$ cat src/rtl/dcb_pkg.sv
package dcb_pkg;

    // Typical timer settings, in ticks.
    localparam int unsigned TYP_REV_PU  = 1;
    localparam int unsigned TYP_REV_EXT = 6;
    localparam int unsigned TYP_RX_EXT  = 1;
    localparam int unsigned DEF_TIMER_W = 8;

    // Internal conditions produced by the timer paths.
    typedef struct packed {
        logic coord_ok;   // forward zone held for the coordination delay
        logic rev_pick;   // reverse zone past its pickup delay
        logic rev_blk;    // reverse blocking condition, extended
        logic rx_blk;     // block-received condition, extended
    } dcb_cond_t;

    // Decision from the conditions.
    function automatic logic [1:0] decide(input dcb_cond_t c, input logic en);
        logic [1:0] o;
        o[1] = en & c.coord_ok & ~c.rx_blk;  // trip
        o[0] = en & c.rev_blk;               // block transmit
        return o;
    endfunction

endpackage

$ cat src/rtl/dcb_pickup_timer.sv
module dcb_pickup_timer #(
    parameter int unsigned TW = dcb_pkg::DEF_TIMER_W
) (
    input  logic          clk,
    input  logic          rst,
    input  logic          tick,
    input  logic          din,
    input  logic [TW-1:0] limit,
    output logic          dout
);
    logic [TW-1:0] cnt_q;

    // Count ticks while the input holds; saturate at the setting.
    always_ff @(posedge clk) begin
        if (rst || !din) begin
            cnt_q <= '0;
        end else if (tick && (cnt_q < limit)) begin
            cnt_q <= cnt_q + 1'b1;
        end
    end

    assign dout = din && (cnt_q >= limit);
endmodule

$ cat src/rtl/dcb_dropout_ext.sv
module dcb_dropout_ext #(
    parameter int unsigned TW = dcb_pkg::DEF_TIMER_W
) (
    input  logic          clk,
    input  logic          rst,
    input  logic          tick,
    input  logic          din,
    input  logic [TW-1:0] limit,
    output logic          dout
);
    logic [TW-1:0] hold_q;

    // Reload while the input is high, run down on ticks afterwards.
    always_ff @(posedge clk) begin
        if (rst) begin
            hold_q <= '0;
        end else if (din) begin
            hold_q <= limit;
        end else if (tick && (hold_q != '0)) begin
            hold_q <= hold_q - 1'b1;
        end
    end

    assign dout = din || (hold_q != '0);
endmodule

$ cat src/rtl/dcb_trip_logic.sv
module dcb_trip_logic #(
    parameter int unsigned TIMER_W = dcb_pkg::DEF_TIMER_W
) (
    input  logic               clk,
    input  logic               rst,
    input  logic               tick,
    input  logic               scheme_en,
    input  logic               fwd_zone,
    input  logic               rev_zone,
    input  logic               blk_rx,
    input  logic [TIMER_W-1:0] cfg_coord_dly,
    input  logic [TIMER_W-1:0] cfg_rev_pu,
    input  logic [TIMER_W-1:0] cfg_rev_ext,
    input  logic [TIMER_W-1:0] cfg_rx_ext,
    output logic               trip,
    output logic               blk_tx
);
    import dcb_pkg::*;

    dcb_cond_t cond;
    logic [1:0] dec;

    // Forward path: coordination delay.
    dcb_pickup_timer #(.TW(TIMER_W)) u_coord (
        .clk(clk), .rst(rst), .tick(tick),
        .din(fwd_zone), .limit(cfg_coord_dly), .dout(cond.coord_ok)
    );

    // Reverse path: pickup, then dropout extension.
    dcb_pickup_timer #(.TW(TIMER_W)) u_rev_pu (
        .clk(clk), .rst(rst), .tick(tick),
        .din(rev_zone), .limit(cfg_rev_pu), .dout(cond.rev_pick)
    );

    dcb_dropout_ext #(.TW(TIMER_W)) u_rev_ext (
        .clk(clk), .rst(rst), .tick(tick),
        .din(cond.rev_pick), .limit(cfg_rev_ext), .dout(cond.rev_blk)
    );

    // Receive path: block-received dropout extension.
    dcb_dropout_ext #(.TW(TIMER_W)) u_rx_ext (
        .clk(clk), .rst(rst), .tick(tick),
        .din(blk_rx), .limit(cfg_rx_ext), .dout(cond.rx_blk)
    );

    assign dec    = decide(cond, scheme_en);
    assign trip   = dec[1];
    assign blk_tx = dec[0];
endmodule

$ cat config.mk
export PLATFORM = sky130hd
export DESIGN_NAME = dcb_trip_logic
export DESIGN_NICKNAME = d
export VERILOG_FILES = /design/src/rtl/dcb_pkg.sv /design/src/rtl/dcb_pickup_timer.sv /design/src/rtl/dcb_dropout_ext.sv /design/src/rtl/dcb_trip_logic.sv
export SDC_FILE = /design/constraint.sdc
export NUM_CORES = 1
export LEC_CHECK = 0
export BUFFER_PORTS_ARGS = -buffer_cell sky130_fd_sc_hd__buf_4
export CAP_MARGIN = 20
export CELL_PAD_IN_SITES_DETAIL_PLACEMENT = 1
export CELL_PAD_IN_SITES_GLOBAL_PLACEMENT = 1
export CORE_MARGIN = 4
export CORE_UTILIZATION = 45
export CTS_BUF_LIST = sky130_fd_sc_hd__clkbuf_2
export CTS_CLUSTER_SIZE = 40
export DETAILED_ROUTE_END_ITERATION = 12
export HOLD_SLACK_MARGIN = 0.02
export PLACE_DENSITY_LB_ADDON = 0.1
export SKIP_CTS_REPAIR_TIMING = 1
export SYNTH_ARGS = -nofsm -noshare
export SYNTH_HDL_FRONTEND = slang
export SYNTH_SLANG_ARGS = --single-unit
$ cat constraint.sdc
create_clock -name clk -period 4.44 [get_ports clk]
set_input_delay 0.666 -clock clk [delete_from_list [all_inputs] [get_ports clk]]
set_output_delay 0.666 -clock clk [all_outputs]
set_load 0.02 [all_outputs]
Word level (Yosys, flattened, before mapping)
Cells that the tools add are included.

Register bits after elaboration: 32. Bits of input ports: 39.

Add/subtract/negate cells: 4. Reduce and logical (&&, ||, !) cells: 16. Magnitude comparators: 4. Muxes and demuxes: 4. Bitwise logic cells: 4.

Operator list (number): $mux 8 (4); $add 8x1->8 const B (2); $ge 8x8->1 (2); $lt 8x8->1 (2); $reduce_bool 8->1 (2); $sub 8x1->8 const B (2); $logic_and 1x1->1 (6); $logic_or 1x1->1 (4); $reduce_bool 2->1 (2); $and 1x1->1 (3); $logic_not 1->1 (2); $not 1->1 (1).

Logic depth before layout (Yosys ltp)
Depth after elaboration: 4. Gate-level depth with buffers: 8. Gate-level depth less buffers: 7.

By module
Synthesis repeated with hierarchy kept, for this count alone.

Cell total of the unflattened synthesis: 276. Area total of the unflattened synthesis: 2249.7 sq um.

By module, submodules not included: dcb_pickup_timer (times used 2, area an instance 608.1 sq um, cells each 75); dcb_dropout_ext (times used 2, area an instance 509.2 sq um, cells each 62); dcb_trip_logic (times used 1, area an instance 15.0 sq um, cells each 2).

Worst setup path before layout
Ideal clock, no wire load.

Kind: input -> output. From: in cfg_coord_dly[7]. To: out trip. Path buffers: 0. Setup slack: 1.642 ns. Stages on the path: 6. Arrival: 2.132 ns. Required time: 3.774 ns. Cell sequence: inv_1 > ha_1 > nand2_1 > o21ai_1 > nor2_1 > nor4_1.

Longest elaborated chain between the ends: 4.

Ends and longest elaborated chain: start: declaration (RTL line dcb_trip_logic.sv:11) `input logic [TIMER_W-1:0] cfg_coord_dly,`; $ge 8x8->1 (RTL line dcb_pickup_timer.sv:22) `assign dout = din && (cnt_q >= limit);`; $logic_and 1x1->1 (RTL line dcb_pickup_timer.sv:22); $and 1x1->1 (2 in a row) (RTL line dcb_pkg.sv:20) `o[1] = en & c.coord_ok & ~c.rx_blk;`; end: declaration (RTL line dcb_trip_logic.sv:15) `output logic trip,`.

No other way between the ends.

Worst setup path after layout
From: reg u_rx_ext.hold_q[0]. To: out trip.

Longest elaborated chain between the ends: 4.

Ends and longest elaborated chain: start: declaration (RTL line dcb_dropout_ext.sv:11) `logic [TW-1:0] hold_q;`; start signal: assignment (RTL line dcb_dropout_ext.sv:18) `hold_q <= limit;`; start signal: assignment (RTL line dcb_dropout_ext.sv:20) `hold_q <= hold_q - 1'b1;`; $reduce_bool 8->1 (RTL line dcb_dropout_ext.sv:24) `assign dout = din || (hold_q != '0);`; $logic_or 1x1->1 (RTL line dcb_dropout_ext.sv:24); $not 1->1 (RTL line dcb_pkg.sv:20); $and 1x1->1 (RTL line dcb_pkg.sv:20).

No other way between the ends.

==> out/metrics.cfg <==
[power]
irDropWorstVdd_mv=0.2489
p_leak_nw=1.172
powerDensity_mw_per_mm2=326.7
finalPower_w=0.0008645

[timing]
worst_pin_slew_ns=1.036
report.final.hold_viol_count=0
fin_hold_ws_ns=0.4967
rsz0062_at_grt=false
setup_viol_count_final=0
maxSlewViolCount=0
fin_crit_sh_pct=65.95
max_freq_mhz=341.5
skew_ns=0.02863
slew_headroom_pct=30.96
finalCriticalPeriod_ns=2.928
finalSetupTns_ns=0

[grt]
grt_first_pass_wirelength_um=9956
grt_antenna_before_repair=0
grt_max_degree=17
track_usage_pct=19.84
grt_pass1_vias=2209
overflow=0

[clock_network]
clk_latency_ns=0.37
clockBufferDepth=2
cts_buffers=5
path_clk_slew_ns=0.19
cts_tree=done
cts_max_level=2
cts.sinks=32
cts_root_buf=clkbuf_2

[finish]
areaGrowthSynthToFinish_pct=19.02
fin_util_pct=55.66
fin_nets=384
fin_area_mm2=0.002646
antennaDiodeCount=0
drive_above_1_share_pct=16.05

[drt]
routed_wl_um=5590
remaining_drc_errors=0
vias_per_cell=5.650
drtIter0Drc=74
num_vias=2209
dr.pass1.iters=4
avgRoutedWirePerCell_um=14.30
ant_nets=0

[worst_setup_path]
crit_start=u_rx_ext.hold_q[0]
reg2reg_to=u_rev_pu.cnt_q[3]
reg2reg_from=u_rev_pu.cnt_q[1]
worst_setup_path_start_kind=flip-flop
max_stage_delay_ns=0.48
cp.arrival_ns=2.26
r2r_slack_ns=2.15
path_cells=inv_1 -> ha_1 -> or3b_2 -> or2_2 -> nor4_1 -> buf_4
path_class=reg -> out
cp.required_ns=3.77
rr_worst_depth=6
cp-endpoint=trip
critPathMaxFanout=4
critPathCaptureType=output pin
slowest_stage=or3b_2

[placed_design]
place_hpwl_um=4318
placedInstanceArea_mm2=0.002584
globalplace.congestion=0.7667
port_buffers=40

[floorplan]
core.rowCount=25
dieWidth_um=78.29
boundaryPins=41
die_h_um=78.29
core_area_mm2=0.004755
dieArea_mm2=0.006129
start_util_pct=46.76

[synth]
synthArstFlopShare_pct=0
netlist_area_mm2=0.002223
yosysMostFrequentCell=dfxtp_1
synthTopCellsByArea=dfxtp_1 29%, ha_1 12%, a21oi_1 6.3%
synthDistinctLibCells=42
ys.flop_type=dfxtp_1
syn_nets=342
yosysTopAreaCellShare_pct=28.81
ys_seq_area_share_pct=28.81
synthCells=281
synth_edf_count=0
ys.warnings.count=0
syn_avg_cell_area_um2=7.912
ys_ff_latch=32
synth_area_leader_cell=dfxtp_1
synthTopCellsByCount=32 x dfxtp_1, 28 x a21oi_1, 25 x inv_1, 25 x nand2_1, 22 x ha_1

[hold_path]
hp-class=in -> reg
worstHoldStart=cfg_rx_ext[7]

[job]
maxCapViolCount=0

[run_status]
status=finished, final reports clean

## worst min-delay path by stage
stage / end / slack [ns] / cells past startpoint
after floorplan: u_rev_pu.cnt_q[7] / 0.46 / 2
after global placement: u_rev_pu.cnt_q[7] / 0.47 / 2
after detailed placement: u_rev_pu.cnt_q[7] / 0.48 / 2
after CTS: u_rx_ext.hold_q[7] / 0.46 / 3
after global routing: u_rx_ext.hold_q[2] / 0.47 / 2
final: u_rx_ext.hold_q[7] / 0.50 / 3
## cell families (layout without fill, tap and decap cells)
| family | Yosys count | count (layout) | share of synthesized area [%] |
|---|---|---|---|
| compound gates | 75 | 75 | 20.93 |
| xor+xnor | 8 | 8 | 3.152 |
| fa+ha+maj | 22 | 22 | 12.38 |
| buf+inv | 32 | 75 | 5.796 |
| flops | 32 | 32 | 28.81 |
| mux | 6 | 6 | 2.758 |
| simple gates | 106 | 106 | 26.17 |
## per-stage QoR
stage | setup slack [ns] | cells
finish | 1.512 | 391
CTS | 1.485 | 391
global route | 1.286 | 391
detailed placement | 1.585 | 383
global placement | 1.625 | 383
floorplan | 1.642 | 281
## layout by cell type (no fill, tap or decap), types with 7 or more instances in the layout
master	instances
ha_1	22
nand3_1	16
o211a_1	8
nand2_1	25
dfxtp_1	32
buf_4	41
a21oi_1	28
o31ai_1	7
o21ai_0	13
or3_1	11
inv_1	25
nor2_1	14
## sequential cells by signal, indices dropped and copies added, names as in the netlist
register	cells
u_rev_pu.cnt_q	8
u_coord.cnt_q	8
u_rx_ext.hold_q	8
u_rev_ext.hold_q	8
## layout make-up
| cell class | count | area, um^2 |
|---|---|---|
| Clock buffer | 5 | 25.02 |
| Clock inverter | 3 | 37.54 |
| Fill cell | 631 | 2108 |
| Inverter | 26 | 97.59 |
| Multi-Input combinational cell | 217 | 1454 |
| Sequential cell | 32 | 640.6 |
| Tap cell | 67 | 83.83 |
| Timing Repair Buffer | 41 | 307.8 |
## routing by layer
layer / vias to the layer above / wire length, um / track usage, %
met2: 35 / 2741 / 34.76
met3: 7 / 213 / 3.899
met1: 1058 / 2568 / 24.77
met4: 0 / 67 / 5.245
met5: - / 0 / 0
li1: 1109 / - / -
## critical path, delay by kind of cell (launching register included)
kind	cells	cell delay [ns]
fa+ha+maj	1	0.19
flops	1	0.39
buf+inv	2	0.28
simple gates	3	1.04
## power by group
part	total, W	switching (W)	internal, W
sequential	0.000354	0.0000344	0.000320
clock	0.000200	0.000108	0.0000920
combinational	0.000311	0.000152	0.000158
No activity file was read; power rests on OpenSTA's default activity.
